===== src/rtl/mtimer_pkg.sv =====
package mtimer_pkg;

  // Word offsets (byte offset >> 3) of the 64-bit register slots.
  localparam logic [12:0] CMP_SLOT0 = 13'h0800;  // 0x4000
  localparam logic [12:0] TIME_SLOT = 13'h17FF;  // 0xBFF8

  typedef enum logic [1:0] {
    SEL_NONE = 2'd0,
    SEL_TIME = 2'd1,
    SEL_CMP  = 2'd2
  } sel_e;

  function automatic logic [31:0] merge_bytes(input logic [31:0] old_w,
                                              input logic [31:0] new_w,
                                              input logic [3:0]  be);
    logic [31:0] res;
    for (int b = 0; b < 4; b++) begin
      res[b*8 +: 8] = be[b] ? new_w[b*8 +: 8] : old_w[b*8 +: 8];
    end
    return res;
  endfunction

endpackage


===== src/rtl/mtimer_decode.sv =====
module mtimer_decode
  import mtimer_pkg::*;
#(
  parameter int NUM_HARTS = 4
) (
  input  logic [15:2] addr,
  output sel_e        sel,
  output logic [12:0] hart_idx,
  output logic        hi_half
);

  localparam logic [12:0] HART_LIMIT = 13'(NUM_HARTS);

  logic [12:0] slot;
  logic [12:0] rel;

  assign slot    = addr[15:3];
  assign hi_half = addr[2];
  assign rel     = slot - CMP_SLOT0;

  always_comb begin
    sel      = SEL_NONE;
    hart_idx = rel;
    if (slot == TIME_SLOT) begin
      sel = SEL_TIME;
    end else if (slot >= CMP_SLOT0 && slot < TIME_SLOT && rel < HART_LIMIT) begin
      sel = SEL_CMP;
    end
  end

endmodule


===== src/rtl/mtimer_counter.sv =====
module mtimer_counter
  import mtimer_pkg::*;
#(
  parameter int CNT_W = 64
) (
  input  logic             clk,
  input  logic             rst_n,
  input  logic             tick_en,
  input  logic             wr_en,
  input  logic             wr_hi,
  input  logic [31:0]      wdata,
  input  logic [3:0]       strb,
  output logic [CNT_W-1:0] count
);

  localparam int HALF_W = CNT_W / 2;

  always_ff @(posedge clk) begin
    if (!rst_n) begin
      count <= '0;
    end else if (wr_en) begin
      if (wr_hi) begin
        count[CNT_W-1:HALF_W] <= merge_bytes(count[CNT_W-1:HALF_W], wdata, strb);
      end else begin
        count[HALF_W-1:0] <= merge_bytes(count[HALF_W-1:0], wdata, strb);
      end
    end else if (tick_en) begin
      count <= count + CNT_W'(1);
    end
  end

endmodule


===== src/rtl/mtimer_cmp_bank.sv =====
module mtimer_cmp_bank
  import mtimer_pkg::*;
#(
  parameter int NUM_HARTS = 4
) (
  input  logic                    clk,
  input  logic                    rst_n,
  input  logic                    wr_en,
  input  logic [12:0]             wr_idx,
  input  logic                    wr_hi,
  input  logic [31:0]             wdata,
  input  logic [3:0]              strb,
  input  logic [63:0]             now,
  output logic [NUM_HARTS*64-1:0] cmp_flat,
  output logic [NUM_HARTS-1:0]    irq
);

  for (genvar h = 0; h < NUM_HARTS; h++) begin : g_hart
    logic [63:0] cmp_q;
    logic        hit;

    assign hit = wr_en && (wr_idx == 13'(h));

    always_ff @(posedge clk) begin
      if (!rst_n) begin
        cmp_q <= '1;
      end else if (hit) begin
        if (wr_hi) begin
          cmp_q[63:32] <= merge_bytes(cmp_q[63:32], wdata, strb);
        end else begin
          cmp_q[31:0] <= merge_bytes(cmp_q[31:0], wdata, strb);
        end
      end
    end

    assign cmp_flat[h*64 +: 64] = cmp_q;
    assign irq[h]               = (now >= cmp_q);
  end

endmodule


===== src/rtl/mtimer_unit.sv =====
module mtimer_unit
  import mtimer_pkg::*;
#(
  parameter int NUM_HARTS = 4
) (
  input  logic                 clk,
  input  logic                 rst_n,
  input  logic                 tick_en,
  input  logic                 bus_valid,
  input  logic                 bus_write,
  input  logic [15:2]          bus_addr,
  input  logic [31:0]          bus_wdata,
  input  logic [3:0]           bus_strb,
  output logic                 bus_ready,
  output logic [31:0]          bus_rdata,
  output logic [NUM_HARTS-1:0] irq
);

  sel_e                    sel;
  logic [12:0]             hart_idx;
  logic                    hi_half;
  logic [63:0]             time_q;
  logic [NUM_HARTS*64-1:0] cmp_flat;
  logic [63:0]             cmp_rd;
  logic [31:0]             rd_word;
  logic                    wr_time;
  logic                    wr_cmp;

  mtimer_decode #(.NUM_HARTS(NUM_HARTS)) u_dec (
    .addr     (bus_addr),
    .sel      (sel),
    .hart_idx (hart_idx),
    .hi_half  (hi_half)
  );

  assign wr_time = bus_valid && bus_write && (sel == SEL_TIME);
  assign wr_cmp  = bus_valid && bus_write && (sel == SEL_CMP);

  mtimer_counter #(.CNT_W(64)) u_cnt (
    .clk     (clk),
    .rst_n   (rst_n),
    .tick_en (tick_en),
    .wr_en   (wr_time),
    .wr_hi   (hi_half),
    .wdata   (bus_wdata),
    .strb    (bus_strb),
    .count   (time_q)
  );

  mtimer_cmp_bank #(.NUM_HARTS(NUM_HARTS)) u_bank (
    .clk      (clk),
    .rst_n    (rst_n),
    .wr_en    (wr_cmp),
    .wr_idx   (hart_idx),
    .wr_hi    (hi_half),
    .wdata    (bus_wdata),
    .strb     (bus_strb),
    .now      (time_q),
    .cmp_flat (cmp_flat),
    .irq      (irq)
  );

  always_comb begin
    cmp_rd = '0;
    for (int h = 0; h < NUM_HARTS; h++) begin
      if (hart_idx == 13'(h)) cmp_rd = cmp_flat[h*64 +: 64];
    end
  end

  always_comb begin
    unique case (sel)
      SEL_TIME: rd_word = hi_half ? time_q[63:32] : time_q[31:0];
      SEL_CMP:  rd_word = hi_half ? cmp_rd[63:32] : cmp_rd[31:0];
      default:  rd_word = '0;
    endcase
  end

  always_ff @(posedge clk) begin
    if (!rst_n) begin
      bus_ready <= 1'b0;
      bus_rdata <= '0;
    end else begin
      bus_ready <= bus_valid;
      bus_rdata <= (bus_valid && !bus_write) ? rd_word : 32'h0;
    end
  end

endmodule


===== config.mk =====
export PLATFORM = sky130hd
export DESIGN_NAME = mtimer_unit
export DESIGN_NICKNAME = d
export VERILOG_FILES = /design/src/rtl/mtimer_pkg.sv /design/src/rtl/mtimer_decode.sv /design/src/rtl/mtimer_counter.sv /design/src/rtl/mtimer_cmp_bank.sv /design/src/rtl/mtimer_unit.sv
export SDC_FILE = /design/constraint.sdc
export NUM_CORES = 1
export LEC_CHECK = 0
export CAP_MARGIN = 10
export CORE_ASPECT_RATIO = 0.9
export CORE_MARGIN = 3
export CORE_UTILIZATION = 55
export DETAILED_ROUTE_END_ITERATION = 8
export DONT_BUFFER_PORTS = 1
export GPL_TIMING_DRIVEN = 0
export PLACE_DENSITY_LB_ADDON = 0.25
export RECOVER_POWER = 25
export SYNTH_ARGS = -nofsm -noshare
export SYNTH_HDL_FRONTEND = slang
export SYNTH_HIERARCHICAL = 1
export SYNTH_SLANG_ARGS = --single-unit

===== constraint.sdc =====
create_clock -name clk -period 8.45 [get_ports clk]
set_input_delay 1.2675 -clock clk [delete_from_list [all_inputs] [get_ports clk]]
set_output_delay 1.2675 -clock clk [all_outputs]
set_load 0.005 [all_outputs]

# After elaboration in Yosys (flattened, before gate mapping)
# Index checks and enable logic that the tools add are counted.
[word_totals]
input_bits = 55
register_bits = 353
word_cells = 135
out_inout_bits = 37
[op_classes]
bitwise = 1
eq_ne = 12
n_reduce_logical = 54
n_mux = 17
addsub = 2
magnitude_cmp = 7
[op_table]
columns = ["operator", "n"]
rows = [
  ["two-way mux 64 bit", 6],
  ["greater-or-equal comparator 64 bit", 4],
  ["two-way mux 32 bit", 4],
  ["AND reduction 3 bit", 40],
  ["adder 64 x 1 -> 64 bit, second input constant", 1],
  ["case mux 32 bit (2 select lines)", 1],
  ["two-way mux 8 bit", 4],
  ["== test 13 x 2 -> 1 bit, second input constant", 2],
  ["== test 13 x 1 -> 1 bit, second input constant", 1],
  ["== test 13 bit, second input constant", 1],
  ["greater-or-equal comparator 13 x 12 -> 1 bit, second input constant", 1],
  ["zero test 13 bit", 1],
  ["< comparator 13 bit, second input constant", 1],
  ["< comparator 13 x 3 -> 1 bit, second input constant", 1],
  ["subtractor 13 x 12 -> 13 bit, second input constant", 1],
  ["inequality test 2 bit, second input constant", 6],
  ["logical AND 1 bit", 10],
  ["two-way mux 2 bit", 2],
  ["== test 2 x 1 -> 1 bit, second input constant", 1],
  ["== test 2 bit, second input constant", 1],
  ["AND reduction 2 bit", 1],
  ["nonzero test 2 bit", 1],
  ["zero test 1 bit", 1],
  ["inverter 1 bit", 1],
]

# Depth between registers and ports, before layout
[logic_depth]
word_depth = 9
ltp_mapped = 19
mapped_depth_nobuf = 14

# Cells and area by module
# Netlist, hierarchy kept.
[by_module_without_submodules]
columns = ["module", "seq_area_each_um2", "cells_each", "area_each_um2", "instances"]
rows = [
  ["mtimer_cmp_bank", 5124.9, 1875, 15547.4, 1],
  ["mtimer_counter", 1281.2, 625, 4516.8, 1],
  ["mtimer_unit", 660.6, 498, 3769.9, 1],
  ["mtimer_decode", 0.0, 36, 256.5, 1],
]

# Worst setup path before layout
# Ideal clock, no wire load.
[synth_path]
path_kind = "input to register"
startpoint = "input bus_addr[15] in the netlist's numbering"
endpoint = "register u_cnt.count[30]"
cell_stages = 16
required_ps = 8335
arrival_ps = 4166
setup_ps = 115
setup_slack_ps = 4169
path_buffers = 4
cell_sequence = "or4_1 > o21ai_1 > and3_1 > inv_1 > ha_1 > clkbuf_1 > clkbuf_1 > and3_1 > clkbuf_1 > nor2b_1 > clkbuf_1 > a21oi_1 > nor2_1 > nand4_1 > a21oi_1 > o21a_1"
[synth_between]
elab_chain_len = 9
elab_cells_between_ends = 16
cone_classes = "add/sub (1); order compare (3); eq/ne (4); mux (3); reduce/logical (5)"
[synth_rtl]
columns = ["element", "line_no", "source"]
rows = [
  ["from (decl)", "mtimer_unit.sv:11", "input logic [15:2] bus_addr,"],
  ["subtractor 13 x 12 -> 13 bit, or another cell as far along", "mtimer_decode.sv:19", "assign rel = slot - CMP_SLOT0;"],
  ["< comparator 13 x 3 -> 1 bit or logical AND 1 bit (tied branches)", "mtimer_decode.sv:26", "end else if (slot >= CMP_SLOT0 && slot < TIME_SLOT && rel < HART_LIMIT) begin"],
  ["logical AND 1 bit", "mtimer_decode.sv:26", ""],
  ["two-way mux 2 bit", "mtimer_decode.sv:26", ""],
  ["two-way mux 2 bit *", "mtimer_decode.sv:24", "if (slot == TIME_SLOT) begin"],
  ["named net sel[1]", "mtimer_unit.sv:19", "sel_e sel;"],
  ["== test 2 x 1 -> 1 bit *", "mtimer_unit.sv:36", "assign wr_time = bus_valid && bus_write && (sel == SEL_TIME);"],
  ["logical AND 1 bit *", "mtimer_unit.sv:36", ""],
  ["named net wr_time", "mtimer_unit.sv:26", "logic wr_time;"],
  ["inequality test 2 bit (no line) or nonzero test 2 bit (tied branches)", "--", ""],
  ["AND reduction 3 bit (no line)", "--", ""],
  ["to (signal, indexed assignment)", "mtimer_counter.sv:23", "count[CNT_W-1:HALF_W] <= merge_bytes(count[CNT_W-1:HALF_W], wdata, strb);"],
  ["to (signal, indexed assignment)", "mtimer_counter.sv:25", "count[HALF_W-1:0] <= merge_bytes(count[HALF_W-1:0], wdata, strb);"],
  ["to (signal assigned)", "mtimer_counter.sv:28", "count <= count + CNT_W'(1);"],
  ["to (decl)", "mtimer_counter.sv:13", "output logic [CNT_W-1:0] count"],
]
# The timed path passes the listed nets; every way through them passes the cells marked *.
# A chain may end at the register's enable or synchronous reset.

# Worst setup path in the final report
[layout_path]
startpoint = "input bus_addr[14] in the netlist's numbering"
endpoint = "register u_cnt.count[63]"
# Same word-level chain as after synthesis.

==> results.sh <==
export IMPL_status="complete, no violations"
export IMPL_crit_type="input port to flop"
export IMPL_netlist_area_sq_um=24100
export IMPL_end_kind="flop"
export IMPL_synth_top_family_by_area="simple AND/OR/NAND/NOR gates"
export IMPL_die_area_sq_um=46400
export IMPL_post_drt_via_cell_ratio=6.98
export IMPL_cp_num_cells=18
export IMPL_vdd_ir_drop_max_mv=0.128
export IMPL_met3WireLength_um=19000
export IMPL_rr_endpoint="u_cnt/count[42]"
export IMPL_dp_cells=3590
export IMPL_critPathRequiredTime_ns=8.97
export IMPL_period_share_pct=74.2
export IMPL_post_synth_top_count_cell="nand2_1"
export IMPL_drive_above_1_share_pct=6.98
export IMPL_ys_seq_area_share_pct=29.3
export IMPL_ys_dominant_reg_cell="dfxtp_1"
export IMPL_die_h_um=205
export IMPL_drt_initial_drc_count=4725
export IMPL_maxUsedRoutingLayer="met5"
export IMPL_wirelength_um=110000
export IMPL_timing_slew_headroom_pct=1.92
export IMPL_antenna_found_initial=7
export IMPL_final_cell_count_no_fill=3667
export IMPL_maxCapViolations=0
export IMPL_yosys_area_top_type="dfxtp_1"
export IMPL_muxShareOfSynthArea_pct=4.96
export IMPL_overflow=0
export IMPL_min_path_cells=2
export IMPL_hpwl_um=81700
export IMPL_cts_buffer_depth=3
export IMPL_synth_compound_area_share_pct=21.1
export IMPL_skew_ns=0.0305
export IMPL_cts_buffers=41
export IMPL_setup_violations=0
export IMPL_hold_path_class="flop to flop"
export IMPL_yosys_area_top_type_share_pct=29.3
export IMPL_wl_met2_um=42000
export IMPL_fp_dieW_um=227
export IMPL_power_density_nw_per_um2=146
export IMPL_port_buffers=0
export IMPL_routedWlPerCell_um=29.9
export IMPL_synth_ff_latch_count=353
export IMPL_crit_arrival_ns=6.79
export IMPL_reg2reg_from="u_cnt/count[1]"
export IMPL_cts_resized=0
export IMPL_hold_violations=0
export IMPL_routed_via_count=25600
export IMPL_holdCritStartpoint="u_bank/g_hart[2].cmp_q[6]"
export IMPL_synth_cell_types=87
export IMPL_area_growth_pct=7.98
export IMPL_final_util_pct=60.3
export IMPL_rsz0062_at_grt="no"
export IMPL_reg2regPathDepth=7
export IMPL_grtUsageTotal_pct=46.0
export IMPL_initial_core_util_pct=55.8
export IMPL_met1_length_um=41700
export IMPL_yosys_warnings=6
export IMPL_synth_xor_area_share_pct=0
export IMPL_grt_pass1_wl_um=156000
export IMPL_min_period_ns=6.27
export IMPL_critPathMaxFanout=10
export IMPL_cts_htree_levels=2
export IMPL_seqCellArea_sq_um=7070
export IMPL_synth_common_cells="nand2_1 (484), dfxtp_1 (353), inv_1 (278)"
export IMPL_crit_slowest_cell="clkbuf_1"
export IMPL_ys_async_sr_fraction_pct=0
export IMPL_synthAdderAreaFrac_pct=13.7
export IMPL_slew_viol_final=0
export IMPL_worst_setup_path_start_kind="input port"
export IMPL_syn_area_per_cell_sq_um=7.94
export IMPL_fin_nets=3398
export IMPL_placed_area_sq_um=24800
export IMPL_cpMostUsedCell="clkbuf_1"
export IMPL_place_congestion=1.10
export IMPL_p_leak_nw=13.3
export IMPL_final_area_sq_um=26000
export IMPL_synth_simple_area_share_pct=22.1
export IMPL_whs_endpoint="u_bank/g_hart[2].cmp_q[6]"
export IMPL_multi_input_area_sq_um=14800
export IMPL_cts_root_buf="clkbuf_16"
export IMPL_cts_hold_buf=0
export IMPL_clock_fmax_mhz=159
export IMPL_fin_setup_tns_ns=0
export IMPL_worst_path_buf_inv=7
export IMPL_clkTransAtPathRegs_ns=0.07
export IMPL_synth_cells=3034
export IMPL_drc=0
export IMPL_n_fill_cell=3972
export IMPL_rows=72
export IMPL_cpPeakStageDelay_ns=0.78
export IMPL_postRouteAntennaNets=0
export IMPL_synth_edff_count=0
export IMPL_cts_sinks=353
export IMPL_drt_pass1_iterations=7
export IMPL_syn_num_nets=3353
export IMPL_grt_pass1_vias=23600
export IMPL_cts_tree="built"
export IMPL_synthTopCellsByArea="dfxtp_1 (29%), ha_1 (14%), nand2_1 (7.5%)"
export IMPL_post_cts_buffers=0
export IMPL_io_pins=92
export IMPL_path_cells="inv_1, ha_1, a21o_2, a21oi_1, and3_1, inv_1, ha_1, clkbuf_1, clkbuf_1, and3_1, clkbuf_1, clkbuf_1, clkbuf_1, nand2_1, nor2_1, a21oi_1, o41ai_1, o2bb2ai_1"
export IMPL_core_area_sq_um=43200
export IMPL_r2r_slack_ns=5.13
export IMPL_tightest_slew_ns=1.47
export IMPL_clk_latency_ns=0.60
export IMPL_cp_top_family="buffers and inverters"
export IMPL_grt_max_degree=14
-- stage by stage --
stage | total power, W | hold WS, ns | worst slack (ns)
3_5_place_dp | 0.00194 | 0.478 | 2.13
6_report | 0.00380 | 0.488 | 2.18
3_3_place_gp | 0.00193 | 0.475 | 2.23
4_1_cts | 0.00378 | 0.487 | 2.76
2_1_floorplan | 0.00184 | 0.458 | 4.17
5_1_grt | 0.00386 | 0.508 | 2.23
-- flip-flops by register name (all words and copies together) (netlist names) --
register and flops:
bus_rdata 32, u_cnt/count 64, bus_ready 1, u_bank/g_hart.cmp_q 256
-- cell usage in the layout, fill, tap and decap left out, types with 31 or more instances in the layout --
cell type  count
nand2_1      484
dfxtp_1      353
inv_1        278
ha_1         264
nand3_1      226
a21oi_1      208
o211ai_1     166
clkbuf_1     139
nor2_1        99
nand4_1       86
mux2i_1       80
o21ai_0       68
a21o_1        56
a211oi_1      45
clkbuf_16     43
a22oi_1       41
a221oi_1      35
o2bb2ai_1     34
mux2_2        31
-- cells by family after synthesis --
logic type	Yosys count
compound gates	750
buf+inv	484
simple gates	1069
flops	353
mux	114
fa+ha+maj	264
-- worst max path at each step --
stage / start / to / slack [ns]
5_1_grt: bus_addr[14] / u_cnt/count[63] / 2.23
3_3_place_gp: bus_addr[14] / u_cnt/count[63] / 2.23
3_5_place_dp: bus_addr[8] / u_cnt/count[63] / 2.13
2_1_floorplan: bus_addr[15] / u_cnt/count[30] / 4.17
4_1_cts: bus_addr[14] / u_cnt/count[63] / 2.76
6_report: bus_addr[14] / u_cnt/count[63] / 2.18
-- area by class of cell --
| class | count | area share [%] |
|---|---|---|
| multi-input combinational | 2197 | 56.8 |
| sequential | 353 | 27.2 |
| clock buffer | 56 | 4.63 |
| inverter | 279 | 4.03 |
| buffer | 205 | 3.79 |
| tap | 555 | 2.67 |
| clock inverter | 18 | 0.707 |
| timing repair buffer | 2 | 0.164 |
| antenna | 2 | 0.0192 |
-- power by group --
| group | leakage [nW] | switching (W) | internal [W] | total, W |
|---|---|---|---|---|
| clock network | 0.684 | 0.000794 | 0.00109 | 0.00189 |
| registers | 2.85 | 0.00000805 | 0.00167 | 0.00167 |
| logic | 9.74 | 0.000188 | 0.0000544 | 0.000242 |
| total | 13.3 | 0.000990 | 0.00281 | 0.00380 |
-- routing by layer --
layer | GRT usage [%] | up-vias
met4 | 25.7 | 8
li1 | - | 11100
met5 | 0 | -
met2 | 62.0 | 2107
met3 | 18.6 | 370
met1 | 61.7 | 12000
-- worst register-to-register path, stage by stage (launching register included) --
cell and delay, ns:
dfxtp_1 0.65, ha_1 0.31, and4_2 0.35, nand3_1 0.37, nor4b_2 0.96, nand4_1 0.24, mux2i_1 0.20, o22ai_1 0.09
(Power assumes the default switching activity.)
